<file path="src/rtl/pwd_retry_pkg.sv">
package pwd_retry_pkg;

  // policy byte bit positions (decoded by neighbouring logic)
  localparam int SEL_A_BIT = 7;
  localparam int SEL_B_BIT = 6;
  localparam int CLR_BIT   = 3;
  localparam int EN_BIT    = 2;

  typedef struct packed {
    logic sel_a;
    logic sel_b;
    logic clr_ok;
    logic en;
  } policy_t;

  typedef enum logic [1:0] {
    LK_NONE = 2'd0,
    LK_TOTAL = 2'd1,
    LK_CFG   = 2'd2
  } lock_kind_e;

  function automatic policy_t decode_policy(input logic [7:0] b);
    policy_t p;
    p.sel_a  = b[SEL_A_BIT];
    p.sel_b  = b[SEL_B_BIT];
    p.clr_ok = b[CLR_BIT];
    p.en     = b[EN_BIT];
    return p;
  endfunction

  function automatic lock_kind_e classify_lock(input policy_t p, input logic equal);
    if (!p.en || !equal) return LK_NONE;
    if (p.sel_a && !p.sel_b) return LK_TOTAL;
    return LK_CFG;
  endfunction

endpackage

</file>
<file path="src/rtl/pwd_retry_regs.sv">
module pwd_retry_regs
  import pwd_retry_pkg::*;
#(
  parameter int CNT_W = 8
) (
  input  logic             clk,
  input  logic             rst_n,
  input  logic             ld_limit,
  input  logic             ld_cfg,
  input  logic [CNT_W-1:0] ld_val,
  input  logic [7:0]       cfg_byte,
  output logic [CNT_W-1:0] limit_q,
  output policy_t          policy_q
);

  // bits of the policy byte that carry no meaning
  logic unused_cfg_bits;
  assign unused_cfg_bits = ^{cfg_byte[5:4], cfg_byte[1:0]};

  always_ff @(posedge clk or negedge rst_n) begin
    if (!rst_n) begin
      limit_q  <= '0;
      policy_q <= '0;
    end else begin
      if (ld_limit) limit_q  <= ld_val;
      if (ld_cfg)   policy_q <= decode_policy(cfg_byte);
    end
  end

endmodule

</file>
<file path="src/rtl/pwd_retry_counter.sv">
module pwd_retry_counter
  import pwd_retry_pkg::*;
#(
  parameter int CNT_W = 8
) (
  input  logic             clk,
  input  logic             rst_n,
  input  policy_t          policy,
  input  logic             res_vld,
  input  logic             res_pass,
  input  logic             ld_count,
  input  logic [CNT_W-1:0] ld_val,
  output logic [CNT_W-1:0] count_q,
  output logic             ev_inc,
  output logic             ev_clr
);

  localparam logic [CNT_W-1:0] ONE = CNT_W'(1);

  function automatic logic [CNT_W-1:0] next_count(
    input logic [CNT_W-1:0] cur,
    input policy_t          p,
    input logic             pass
  );
    if (!p.en) return cur;
    if (pass) return p.clr_ok ? '0 : cur;
    return cur + ONE;  // modulo 2**CNT_W
  endfunction

  logic upd;
  assign upd    = res_vld && !ld_count;
  assign ev_inc = upd && policy.en && !res_pass;
  assign ev_clr = upd && policy.en && res_pass && policy.clr_ok;

  always_ff @(posedge clk or negedge rst_n) begin
    if (!rst_n)        count_q <= '0;
    else if (ld_count) count_q <= ld_val;
    else if (res_vld)  count_q <= next_count(count_q, policy, res_pass);
  end

endmodule

</file>
<file path="src/rtl/pwd_retry_lock.sv">
module pwd_retry_lock
  import pwd_retry_pkg::*;
#(
  parameter int CNT_W = 8
) (
  input  logic             clk,
  input  logic             rst_n,
  input  logic             check_req,
  input  logic             cfg_mode,
  input  policy_t          policy,
  input  logic [CNT_W-1:0] count,
  input  logic [CNT_W-1:0] limit,
  output logic             full_lock,
  output logic             cfg_only_lock,
  output logic             refuse,
  output logic             ev_hit
);

  lock_kind_e kind;
  assign ev_hit = (count == limit);
  assign kind   = classify_lock(policy, ev_hit);

  always_ff @(posedge clk or negedge rst_n) begin
    if (!rst_n) begin
      full_lock     <= 1'b0;
      cfg_only_lock <= 1'b0;
      refuse        <= 1'b0;
    end else if (check_req) begin
      full_lock     <= (kind == LK_TOTAL);
      cfg_only_lock <= (kind == LK_CFG);
      refuse        <= (kind == LK_TOTAL) || ((kind == LK_CFG) && !cfg_mode);
    end
  end

endmodule

</file>
<file path="src/rtl/pwd_retry_guard.sv">
module pwd_retry_guard
  import pwd_retry_pkg::*;
#(
  parameter int CNT_W = 8
) (
  input  logic             clk,
  input  logic             rst_n,
  input  logic             check_req,
  input  logic             cfg_mode,
  input  logic             res_vld,
  input  logic             res_pass,
  input  logic             ld_count,
  input  logic             ld_limit,
  input  logic             ld_cfg,
  input  logic [CNT_W-1:0] ld_val,
  input  logic [7:0]       cfg_byte,
  output logic             full_lock,
  output logic             cfg_only_lock,
  output logic             refuse,
  output logic [CNT_W-1:0] count_out
);

  policy_t          policy;
  logic [CNT_W-1:0] limit_q;
  logic             ev_inc, ev_clr, ev_hit;
  logic             pol_en, pol_clr;

  assign pol_en  = policy.en;
  assign pol_clr = policy.clr_ok;

  pwd_retry_regs #(.CNT_W(CNT_W)) u_regs (
    .clk(clk), .rst_n(rst_n), .ld_limit(ld_limit), .ld_cfg(ld_cfg),
    .ld_val(ld_val), .cfg_byte(cfg_byte), .limit_q(limit_q), .policy_q(policy)
  );

  pwd_retry_counter #(.CNT_W(CNT_W)) u_cnt (
    .clk(clk), .rst_n(rst_n), .policy(policy), .res_vld(res_vld),
    .res_pass(res_pass), .ld_count(ld_count), .ld_val(ld_val),
    .count_q(count_out), .ev_inc(ev_inc), .ev_clr(ev_clr)
  );

  pwd_retry_lock #(.CNT_W(CNT_W)) u_lock (
    .clk(clk), .rst_n(rst_n), .check_req(check_req), .cfg_mode(cfg_mode),
    .policy(policy), .count(count_out), .limit(limit_q),
    .full_lock(full_lock), .cfg_only_lock(cfg_only_lock), .refuse(refuse),
    .ev_hit(ev_hit)
  );

endmodule

</file>
<file path="config.mk">
export PLATFORM = sky130hd
export DESIGN_NAME = pwd_retry_guard
export DESIGN_NICKNAME = d
export VERILOG_FILES = /design/src/rtl/pwd_retry_pkg.sv /design/src/rtl/pwd_retry_regs.sv /design/src/rtl/pwd_retry_counter.sv /design/src/rtl/pwd_retry_lock.sv /design/src/rtl/pwd_retry_guard.sv
export SDC_FILE = /design/constraint.sdc
export NUM_CORES = 1
export LEC_CHECK = 0
export BUFFER_PORTS_ARGS = -buffer_cell sky130_fd_sc_hd__buf_4
export CAP_MARGIN = 20
export CORE_ASPECT_RATIO = 1.4
export CORE_MARGIN = 3
export CORE_UTILIZATION = 40
export DETAILED_ROUTE_END_ITERATION = 10
export PLACE_DENSITY = 0.64
export SYNTH_ARGS = -nofsm -noshare
export SYNTH_HDL_FRONTEND = slang
export SYNTH_HIERARCHICAL = 1
export SYNTH_SLANG_ARGS = --single-unit
</file>
<file path="constraint.sdc">
create_clock -name clk -period 1.4 [get_ports clk]
set_clock_uncertainty 0.15 [all_clocks]
set_input_delay 0.28 -clock clk [delete_from_list [all_inputs] [get_ports clk]]
set_output_delay 0.28 -clock clk [all_outputs]
set_load 0.02 [all_outputs]
</file>
==> implementation parameters, run 1 <==
Parameter                              Value

Final layout
  Fraction of final layout cells with drive strength greater than 1 ... 59.6%
  Total area of sequential cells ... 582 um^2
  Multi-input combinational cell area ... 679 um^2
  Final antenna diode count ... 0
  Number of filler instances in the final layout ... 224
  Summed area of non-filler cells in the final layout ... 1870 um^2
  Layout overhead on the synthesized area ... 55.7%
  Number of nets in the layout ... 193

Floorplan
  Core outline area ... 2750 um^2
  Total Die Area ... 3700 um^2
  Initial cell density of the core ... 43.6%
  Ports ... 36
  Std-Cell Rows ... 22
  Vertical die dimension ... 70.8 um
  Die boundary width ... 52.3 um

STA
  Shortest clock period the worst path allows after layout ... 1.54 ns
  Final period util ... 110%
  Worst relative slew slack ... 80.4%
  Slack of the critical path ... -0.139 ns
  Transition at the pin with the smallest max-transition slack ... 0.294 ns
  Max-slew violation count ... 0
  Setup repair after global routing missed its margin ... true
  Maximum clock rate ... 0.650 GHz
  Setup Total Neg Slack ... -0.850 ns
  Final setup fails ... 12
  Final Hold Vio Count ... 0

GRT
  Maximum number of pins on one net before global-route repair ... 24
  Initial antenna violation count ... 0
  Remaining Overflow, GRT ... 0
  Global-route usage over all layers ... 18.0%
  Number of global-route vias before repair ... 1117
  First-pass GRT wire length ... 5050 um

Run status
  Outcome ... finished, violations left
  Violated checks ... negative setup slack

Critical path
  Peak fanout along the critical path ... 6
  Critical path arrival ... 1.65 ns
  Category of the worst setup path capture point ... register
  Required time reported for the critical path endpoint ... 1.51 ns
  Critical Path Source Type ... register
  CP Class ... register to register

Synthesis
  Number of synthesis warnings ... 6
  Total nets after synthesis ... 129
  Post-Synthesis Cell Area ... 1200 um^2
  Mean instance size in the synthesized netlist ... 11.6 um^2
  Synthesized netlist cell count ... 103

Routing
  Antenna-violating nets left ... 0
  DR pass1 iterations ... 4
  Final Routed Wirelength ... 3220 um
  Post-detailed-route DRC marker count ... 0
  Routed vias ... 1088
  Final routed wire length divided by cell count ... 15.9 um
  Iteration-0 DRC count of the detailed router ... 17
  Average vias per placed instance ... 5.39

CTS
  Clock sink count ... 23
  Later-pin clock latency in the skew report ... 0.32 ns
  Total clock buffers created by CTS ... 3
  CTS tree ... built
  Clock-pin slew on the worst setup and hold paths ... 0.13 ns
  CTS H-tree depth ... 1
  CTS Root Cell ... sky130_fd_sc_hd__clkbuf_4
  Maximum root-to-sink buffer count ... 2

Place
  Routability cong. ... 0.848
  DP Wirelength ... 2130 um
  IO buf count ... 31
  Cell area after placement ... 1600 um^2

Pwr
  Pwr Total ... 1.68 mW
  Total leakage power ... 0.876 nW
  Peak supply drop ... 0.000689 V
  Power Dens Cells ... 900 nW/um^2

Run
  Number of max-capacitance violations reported ... 0

Min path
  Hold/Removal Path Class ... primary input to register
[state kept, by name, summed over array words and instances (netlist names)]
register,count
u_lock/full_lock,1
u_cnt/count_q,8
u_regs/policy_q,4
u_lock/refuse,1
u_lock/cfg_only_lock,1
u_regs/limit_q,8
[cell usage in the layout, fill, tap and decap left out, types with 2 or more instances in the layout]
cell type                       count
sky130_fd_sc_hd__nand2_1           10
sky130_fd_sc_hd__xnor2_1            4
sky130_fd_sc_hd__mux2_2             4
sky130_fd_sc_hd__nand4_1            3
sky130_fd_sc_hd__nor2b_1            4
sky130_fd_sc_hd__clkbuf_4           3
sky130_fd_sc_hd__or2_4              2
sky130_fd_sc_hd__dfrtp_2            5
sky130_fd_sc_hd__nand2b_1           3
sky130_fd_sc_hd__buf_4             42
sky130_fd_sc_hd__nand3_1            4
sky130_fd_sc_hd__o41ai_2            3
sky130_fd_sc_hd__buf_6             17
sky130_fd_sc_hd__mux2_4             8
sky130_fd_sc_hd__o21ai_0            2
sky130_fd_sc_hd__dfrtp_1           18
sky130_fd_sc_hd__nor2_1             5
sky130_fd_sc_hd__xnor2_2            4
sky130_fd_sc_hd__dlygate4sd3_1      2
[layout make-up]
cell class	instances	share of cell area, %
clock buffer	3	1.21
clock inverter	1	0.268
inverter	2	0.402
multi-input combinational	76	36.4
sequential	23	31.1
tap	36	2.41
timing repair buffer	61	28.2
[per-layer routing]
metal,vias up,GRT usage (%),share of wire [%]
li1,502,-,-
met1,541,21.9,40
met2,32,29.7,52
met3,13,2.32,3.4
met4,0,10.5,4.3
met5,-,0,0
[metrics by stage]
step | setup WS (ns) | utilization, % | hold slack (ns) | instances
after CTS | -0.128 | 66.5 | 0.0172 | 200
after global placement | -0.105 | 58.3 | 0.0396 | 186
after floorplan | -0.124 | - | -0.166 | 103
final | -0.139 | 67.9 | 0.0249 | 202
after detailed placement | -0.153 | 58.3 | 0.0409 | 186
after global routing | -0.207 | 67.9 | 0.0191 | 202
[path summary, 6_finish.rpt]
path / from / endpoint / slack [ns] / cells after the start
worst min-delay path: cfg_byte[3] / u_regs/policy_q[1] / 0.02 / 2
min in group asynchronous: rst_n / u_cnt/count_q[3] / 0.22 / 2
worst max register to register: u_cnt/count_q[1] / u_cnt/count_q[4] / -0.14 / 4
worst max-delay path: u_cnt/count_q[1] / u_cnt/count_q[4] / -0.14 / 4
worst min register to register: u_lock/full_lock / u_lock/full_lock / 0.36 / 2
max in group asynchronous: rst_n / u_cnt/count_q[0] / 0.64 / 2
[worst max-delay path: stages, from the launching register on]
cell and delay (ns):
sky130_fd_sc_hd__dfrtp_2 0.45, sky130_fd_sc_hd__ha_2 0.22, sky130_fd_sc_hd__nand3_2 0.10, sky130_fd_sc_hd__or4_1 0.44
sky130_fd_sc_hd__nand3_1 0.11
[power breakdown]
group          total (mW)  internal (mW)  switching, mW
combinational       0.570          0.336          0.234
sequential          0.793          0.728         0.0646
clock               0.320          0.107          0.212
total                1.68           1.17          0.511
[what timing repair did]
action | CTS | global route
pin swaps | 10 | 3
resized for setup | 25 | 7
hold buffers | 2 | 0
buffers inserted | 9 | 3
endpoints found under the setup margin | 16 | 19
hold endpoints to repair | 24 | 0
Note: power is estimated with default switching activity, not from simulation.
==> run 2, diff against run 1 <==
--- a/config.mk
+++ b/config.mk
@@ -14,5 +14,4 @@
 export PLACE_DENSITY = 0.64
 export SYNTH_ARGS = -nofsm -noshare
 export SYNTH_HDL_FRONTEND = slang
-export SYNTH_HIERARCHICAL = 1
 export SYNTH_SLANG_ARGS = --single-unit
==> implementation parameters, run 2 <==
Parameter                              Value

Run status
  Outcome ... finished, violations left
  Violated checks ... negative setup slack

Floorplan
  Std-Cell Rows ... 22 (unchanged)
  Total Die Area ... 3630 um^2 (-1.9%)
  Initial cell density of the core ... 43.1% (-0.48 points)
  Core outline area ... 2730 um^2 (-1.0%)
  Ports ... 36 (unchanged)
  Die boundary width ... 51.8 um (-0.93%)
  Vertical die dimension ... 70.1 um (-0.96%)

CTS
  CTS Root Cell ... sky130_fd_sc_hd__clkbuf_4
  Maximum root-to-sink buffer count ... 2 (unchanged)
  Clock-pin slew on the worst setup and hold paths ... 0.13 ns (about the same)
  Later-pin clock latency in the skew report ... 0.31 ns (about the same)
  Total clock buffers created by CTS ... 3 (unchanged)
  CTS H-tree depth ... 1 (unchanged)
  Clock sink count ... 23 (unchanged)
  CTS tree ... built

Min path
  Hold/Removal Path Class ... primary input to register

Final layout
  Fraction of final layout cells with drive strength greater than 1 ... 55.8% (-3.8 points)
  Final antenna diode count ... 0 (unchanged)
  Number of filler instances in the final layout ... 191 (-15%)
  Post-route non-filler standard cell count ... 208 (+3.0%)
  Commonest non-fill, non-tap cells in the layout ... sky130_fd_sc_hd__buf_4 (44), sky130_fd_sc_hd__buf_6 (20), sky130_fd_sc_hd__dfrtp_1 (16), sky130_fd_sc_hd__mux2_2 (8)
  Registers with the most flip-flops ... u_cnt.count_q: 8 flops, u_regs.limit_q: 8 flops, u_regs.policy_q: 4 flops
  Number of nets in the layout ... 199 (+3.1%)
  Most frequent standard cell in the layout excluding fill and tap cells ... sky130_fd_sc_hd__buf_4
  Layout overhead on the synthesized area ... 62.1%
  Final core utilization ... 69.9% (+2.0 points)

STA
  Final setup fails ... 13 (+1)
  Final Hold Vio Count ... 0 (unchanged)
  Slack of the critical path ... -0.133 ns (+0.00636 ns)
  Max-slew violation count ... 0 (unchanged)
  Final period util ... 109% (-0.45 points)
  Setup repair after global routing missed its margin ... true
  Maximum clock rate ... 0.653 GHz (+0.42%)
  Worst relative slew slack ... 81.1% (+0.73 points)
  Transition at the pin with the smallest max-transition slack ... 0.281 ns (-0.0135 ns)
  Shortest clock period the worst path allows after layout ... 1.53 ns (-0.00636 ns)
  Setup Total Neg Slack ... -0.831 ns (+0.0191 ns)

Routing
  Final Routed Wirelength ... 3010 um (-6.6%)
  Final routed wire length divided by cell count ... 14.5 um (-9.3%)
  Average vias per placed instance ... 5.31 (-1.4%)
  Routed vias ... 1105 (+1.6%)
  Iteration-0 DRC count of the detailed router ... 26 (+9)
  Post-detailed-route DRC marker count ... 0 (unchanged)
  DR pass1 iterations ... 4 (unchanged)
  Antenna-violating nets left ... 0 (unchanged)

Pwr
  Peak supply drop ... 0.000581 V (-16%)
  Total leakage power ... 0.861 nW (-1.6%)
  Power Dens Cells ... 878 nW/um^2 (-2.5%)

Place
  IO buf count ... 31 (unchanged)
  Worst setup slack before clock tree synthesis ... -0.161 ns (-0.00757 ns)
  DP Wirelength ... 2210 um (+3.6%)
  Cell Count Post-Placement ... 190 (+2.2%)
  Routability cong. ... 0.877 (+3.5%)

Synthesis
  Largest family of logic cells by synthesized area ... simple AND/OR/NAND/NOR gates
  Total nets after synthesis ... 131 (+1.6%)
  Area share of xor/xnor cells in the synthesized design ... 5.96%
  Post-synthesis sequential element count ... 23
  Most common library cells after synthesis ... sky130_fd_sc_hd__dfrtp_1 (23), sky130_fd_sc_hd__mux2_2 (8), sky130_fd_sc_hd__xor2_1 (7), sky130_fd_sc_hd__nand3_1 (6)
  Number of synthesis warnings ... 0 (-6)
  Compound-Gate Fraction of Synth Area ... 14.4%
  Mean instance size in the synthesized netlist ... 11.2 um^2 (-4.0%)
  Synthesized netlist cell count ... 105 (+1.9%)
  Adder-cell share of the synthesized area ... 1.06%
  Post-synth top area share ... 49.0%
  Post-synthesis share of cell area spent on and, or, nand and nor gates ... 14.8%
  Synth area leader ... sky130_fd_sc_hd__dfrtp_1
  EDFF count, synth ... 0
  Library cells used by synthesis ... 36
  Post-Synthesis Cell Area ... 1170 um^2 (-2.1%)
  Post-synthesis mux area share ... 11.5%
  Proportion of synthesized chip area in sequential cells ... 49.0%
  Most frequently used cell type in the post-synthesis netlist ... sky130_fd_sc_hd__dfrtp_1
  FFs w/ async S/R, synth ... 100%
  Main area contributors after synthesis ... sky130_fd_sc_hd__dfrtp_1 (49%), sky130_fd_sc_hd__mux2_2 (7.7%), sky130_fd_sc_hd__xor2_1 (5.2%)
  Flip-flop cell with the highest count after synthesis ... sky130_fd_sc_hd__dfrtp_1

Run
  Number of max-capacitance violations reported ... 0 (unchanged)

Critical path
  Category of the worst setup path capture point ... register
  Count of buffering cells on the critical path with inverters included ... 1 (+1)
  Peak fanout along the critical path ... 7 (+1)
  CP Class ... register to register
  Critical Path Source Type ... register
  Peak per-stage delay on the critical path ... 0.44 ns (about the same)
  Required time reported for the critical path endpoint ... 1.46 ns (-0.05 ns)
  Critical path's slowest cell ... sky130_fd_sc_hd__dfrtp_2
  List of cells traversed by the critical path ... buf_4 -> a31oi_4 -> nor3_1 -> a221o_1
  Top Family by Delay on Critical Path ... compound AO/OA/AOI/OAI gates
  Critical path arrival ... 1.59 ns (-0.06 ns)

GRT
  Maximum number of pins on one net before global-route repair ... 24 (unchanged)
  GR Util met1 ... 19.1% (-2.8 points)
  Met3 layer usage reported by global route ... 2.99% (+0.67 points)
  Number of global-route vias before repair ... 1171 (+4.8%)
  Initial antenna violation count ... 0 (unchanged)
  Global routing usage on met2 ... 31.6% (+1.9 points)
  Remaining Overflow, GRT ... 0 (unchanged)
  Global-route usage over all layers ... 17.4% (-0.64 points)
  Busiest layer in global routing ... met2
  First-pass GRT wire length ... 4810 um (-4.8%)
-- run 2: final cells by class --
cell class | instances | area, um^2 | area share [%]
Multi-Input combinational cell | 74 | 647 | 34.0
Timing Repair Buffer | 67 | 586 | 30.7
Sequential cell | 23 | 584 | 30.7
Tap cell | 36 | 45.0 | 2.37
Clock buffer | 3 | 22.5 | 1.18
Inverter | 4 | 15.0 | 0.788
Clock inverter | 1 | 5.00 | 0.263
-- run 2: per-stage QoR --
step	area [um^2]	hold WS, ns	power [mW]
2_1_floorplan	1200	-0.166	1.01
3_5_place_dp	1620	0.0425	1.24
6_report	1900	0.0292	1.67
3_3_place_gp	1620	0.0416	1.22
4_1_cts	1780	0.00222	1.63
5_1_grt	1900	0.0117	1.78
-- run 2: worst paths after layout --
| path | depth (start not counted) | from | end | slack (ns) |
|---|---|---|---|---|
| setup / recovery | 4 | u_regs.policy_q[0] | u_cnt.count_q[5] | -0.13 |
| hold / removal | 2 | cfg_byte[2] | u_regs.policy_q[0] | 0.03 |
| setup reg to reg | 4 | u_regs.policy_q[0] | u_cnt.count_q[5] | -0.13 |
| hold reg to reg | 1 | u_regs.policy_q[2] | u_regs.policy_q[2] | 0.38 |
| max in group asynchronous | 2 | rst_n | u_regs.policy_q[0] | 0.62 |
| min in group asynchronous | 2 | rst_n | u_regs.limit_q[5] | 0.23 |
-- run 2: what timing repair did --
item                                    4_1_cts  5_1_grt
endpoints found under the hold margin        23        3
hold buffers                                  1        2
endpoints found under the setup margin       13       19
setup buffers                                 9        2
pin swaps                                     8       14
gates resized for setup                      15       19
-- run 2: routing by layer --
| layer | part of all wire, % | wire (um) |
|---|---|---|
| met5 | 0 | 0 |
| met3 | 3.4 | 101 |
| met1 | 39 | 1160 |
| met2 | 57 | 1720 |
| met4 | 0.96 | 29 |
-- run 2: worst reg2reg max path, delay by kind of cell, from the launching register on --
family	cells	cell delay, ns
AND/OR/NAND/NOR	1	0.11
flip-flops	1	0.44
AO/OA/AOI/OAI	2	0.59
buffers and inverters	1	0.14
-- run 2: logic make-up after synthesis --
group / Yosys count
buf+inv: 8
compound gates: 22
flops: 23
xor+xnor: 8
fa+ha+maj: 1
mux: 12
simple gates: 31
-- run 2: report_power, final --
group / switching (mW) / internal, mW
Combinational: 0.230 / 0.336
Sequential: 0.0685 / 0.730
Clock: 0.200 / 0.107
==> run 3, diff against run 2 <==
--- a/config.mk
+++ b/config.mk
@@ -11,6 +11,7 @@
 export CORE_MARGIN = 3
 export CORE_UTILIZATION = 40
 export DETAILED_ROUTE_END_ITERATION = 10
+export MAX_ROUTING_LAYER = met4
 export PLACE_DENSITY = 0.64
 export SYNTH_ARGS = -nofsm -noshare
 export SYNTH_HDL_FRONTEND = slang
==> implementation parameters, run 3 (synthesized netlist as in run 2, its figures left out) <==
Parameter                              Value

Run status
  Outcome ... finished, violations left
  Violated checks ... negative setup slack

Min path
  Worst hold path cell count ... 2 (unchanged)
  End point of the most critical hold path ... u_regs.policy_q[0]
  Min-Delay Startpoint ... cfg_byte[2]
  Hold/Removal Path Class ... primary input to register

Critical path
  Critical path arrival ... 1.59 ns (about the same)
  Beginning of the worst register-to-register path ... u_regs.policy_q[1]
  Crit Reg-Reg Endpoint ... u_cnt.count_q[5]
  Required time reported for the critical path endpoint ... 1.46 ns (about the same)
  CP Class ... register to register
  Critical Path Source Type ... register
  Number of cells traversed by the worst register-to-register path ... 4 (unchanged)
  Peak fanout along the critical path ... 7 (unchanged)
  Worst-case register-to-register setup slack ... -0.13 ns (about the same)
  Category of the worst setup path capture point ... register

STA
  Max-slew violation count ... 0 (unchanged)
  Maximum clock rate ... 0.652 GHz (about the same)
  Final setup fails ... 12 (-1)
  Setup repair after global routing missed its margin ... true
  Final period util ... 109% (about the same)
  Hold slack ... 0.0270 ns (-0.00226 ns)
  Final Hold Vio Count ... 0 (unchanged)
  Shortest clock period the worst path allows after layout ... 1.53 ns (+0.000368 ns)
  Transition at the pin with the smallest max-transition slack ... 0.281 ns (+0.000257 ns)
  Worst relative slew slack ... 81.1% (about the same)
  Slack of the critical path ... -0.133 ns (-0.000368 ns)

GRT
  Maximum number of pins on one net before global-route repair ... 24 (unchanged)
  Initial antenna violation count ... 0 (unchanged)
  First-pass GRT wire length ... 4820 um (+0.15%)
  Global-route usage over all layers ... 17.9% (+0.46 points)
  Remaining Overflow, GRT ... 0 (unchanged)
  Number of global-route vias before repair ... 1170 (-0.085%)

Floorplan
  Initial cell density of the core ... 43.1% (unchanged)
  Vertical die dimension ... 70.1 um (unchanged)
  Core outline area ... 2730 um^2 (unchanged)
  Total Die Area ... 3630 um^2 (unchanged)
  Std-Cell Rows ... 22 (unchanged)
  Ports ... 36 (unchanged)
  Die boundary width ... 51.8 um (unchanged)

Final layout
  Most frequent standard cell in the layout excluding fill and tap cells ... sky130_fd_sc_hd__buf_4
  Number of nets in the layout ... 199 (unchanged)
  Registers with the most flip-flops ... u_cnt.count_q: 8 flops, u_regs.limit_q: 8 flops, u_regs.policy_q: 4 flops
  Number of filler instances in the final layout ... 191 (unchanged)
  Final antenna diode count ... 0 (unchanged)
  Commonest non-fill, non-tap cells in the layout ... sky130_fd_sc_hd__buf_4 (44), sky130_fd_sc_hd__buf_6 (20), sky130_fd_sc_hd__dfrtp_1 (16), sky130_fd_sc_hd__mux2_2 (8)
  Fraction of final layout cells with drive strength greater than 1 ... 55.8% (unchanged)
  Layout overhead on the synthesized area ... 62.1% (unchanged)

Pwr
  Pwr Total ... 1.67 mW (about the same)
  Power Dens Cells ... 879 nW/um^2 (about the same)
  Peak supply drop ... 0.000577 V (-0.58%)
  Total leakage power ... 0.861 nW (unchanged)

CTS
  Later-pin clock latency in the skew report ... 0.31 ns (about the same)
  CTS Root Cell ... sky130_fd_sc_hd__clkbuf_4
  Maximum root-to-sink buffer count ... 2 (unchanged)
  Total clock buffers created by CTS ... 3 (unchanged)
  CTS H-tree depth ... 1 (unchanged)
  Clock-pin slew on the worst setup and hold paths ... 0.13 ns (about the same)
  CTS tree ... built
  Clock sink count ... 23 (unchanged)

Routing
  Final routed wire length divided by cell count ... 14.6 um (+0.73%)
  Final Routed Wirelength ... 3030 um (+0.73%)
  Routed vias ... 1110 (+0.45%)
  Average vias per placed instance ... 5.34 (+0.45%)
  Iteration-0 DRC count of the detailed router ... 15 (-42%)
  Antenna-violating nets left ... 0 (unchanged)
  DR pass1 iterations ... 4 (unchanged)
  Post-detailed-route DRC marker count ... 0 (unchanged)

Place
  Routability cong. ... 0.892 (+1.6%)
  DP Wirelength ... 2210 um (unchanged)
  IO buf count ... 31 (unchanged)

Run
  Number of max-capacitance violations reported ... 0 (unchanged)
## run 3: cell counts in the layout (fill, tap and decap cells not counted)
No cell type changed its count.
## run 3: repair_timing
action	CTS	global route
hold buffers	1	2
gates resized for setup	15	19
setup endpoints to repair	13	19
hold endpoints to repair	23	3
setup buffers	9	2
pin swaps	8	14
## run 3: stage by stage
stage          std cells  TNS [ns]  setup WS, ns  util [%]  instance area [um^2]
5_1_grt              208     -1.72        -0.185      69.9                  1900
6_report             208    -0.857        -0.133      69.9                  1900
4_1_cts              204    -0.918        -0.135      65.3                  1780
3_3_place_gp         190    -0.855        -0.161      59.4                  1620
2_1_floorplan        105    -0.215       -0.0723         -                  1200
3_5_place_dp         190    -0.857        -0.161      59.4                  1620
## run 3: worst max-delay path, stage by stage, from the launching register on
cell and delay, ns:
sky130_fd_sc_hd__dfrtp_1 0.41, sky130_fd_sc_hd__nand2b_4 0.17, sky130_fd_sc_hd__a31oi_4 0.13, sky130_fd_sc_hd__o311a_1 0.31, sky130_fd_sc_hd__a221o_1 0.26
## run 3: layout make-up
class	count	area [um^2]	area share [%]
inverters	4	15.0	0.788
clock buffers	3	22.5	1.18
flip-flops and latches	23	584	30.7
repair buffers	67	586	30.7
clock inverters	1	5.00	0.263
well taps	36	45.0	2.37
multi-input cells	74	647	34.0
## run 3: report_power, final
group,internal (mW),switching (mW),leakage [nW]
sequential,0.730,0.0684,0.272
combinational,0.336,0.231,0.572
clock,0.107,0.201,0.0177
total,1.17,0.500,0.861
## run 3: worst max-delay path by stage
stage	start	to	slack [ns]	depth (start not counted)
after floorplan	u_cnt.count_q[4]	u_cnt.count_q[6]	-0.07	4
after global routing	u_cnt.count_q[1]	u_lock.refuse	-0.18	4
after detailed placement	u_regs.policy_q[1]	u_cnt.count_q[5]	-0.16	4
after CTS	u_cnt.count_q[1]	u_lock.full_lock	-0.13	4
final	u_regs.policy_q[1]	u_cnt.count_q[5]	-0.13	4
after global placement	u_cnt.count_q[4]	u_lock.refuse	-0.16	4
## run 3: layer usage
layer	part of all wire, %	wire length, um	up-vias	track usage, %
li1	-	-	528	-
met1	39	1170	548	19.1
met2	56	1710	28	31.6
met3	3.7	113	6	2.99
met4	1.3	38	0	7.29
met5	0	0	-	-
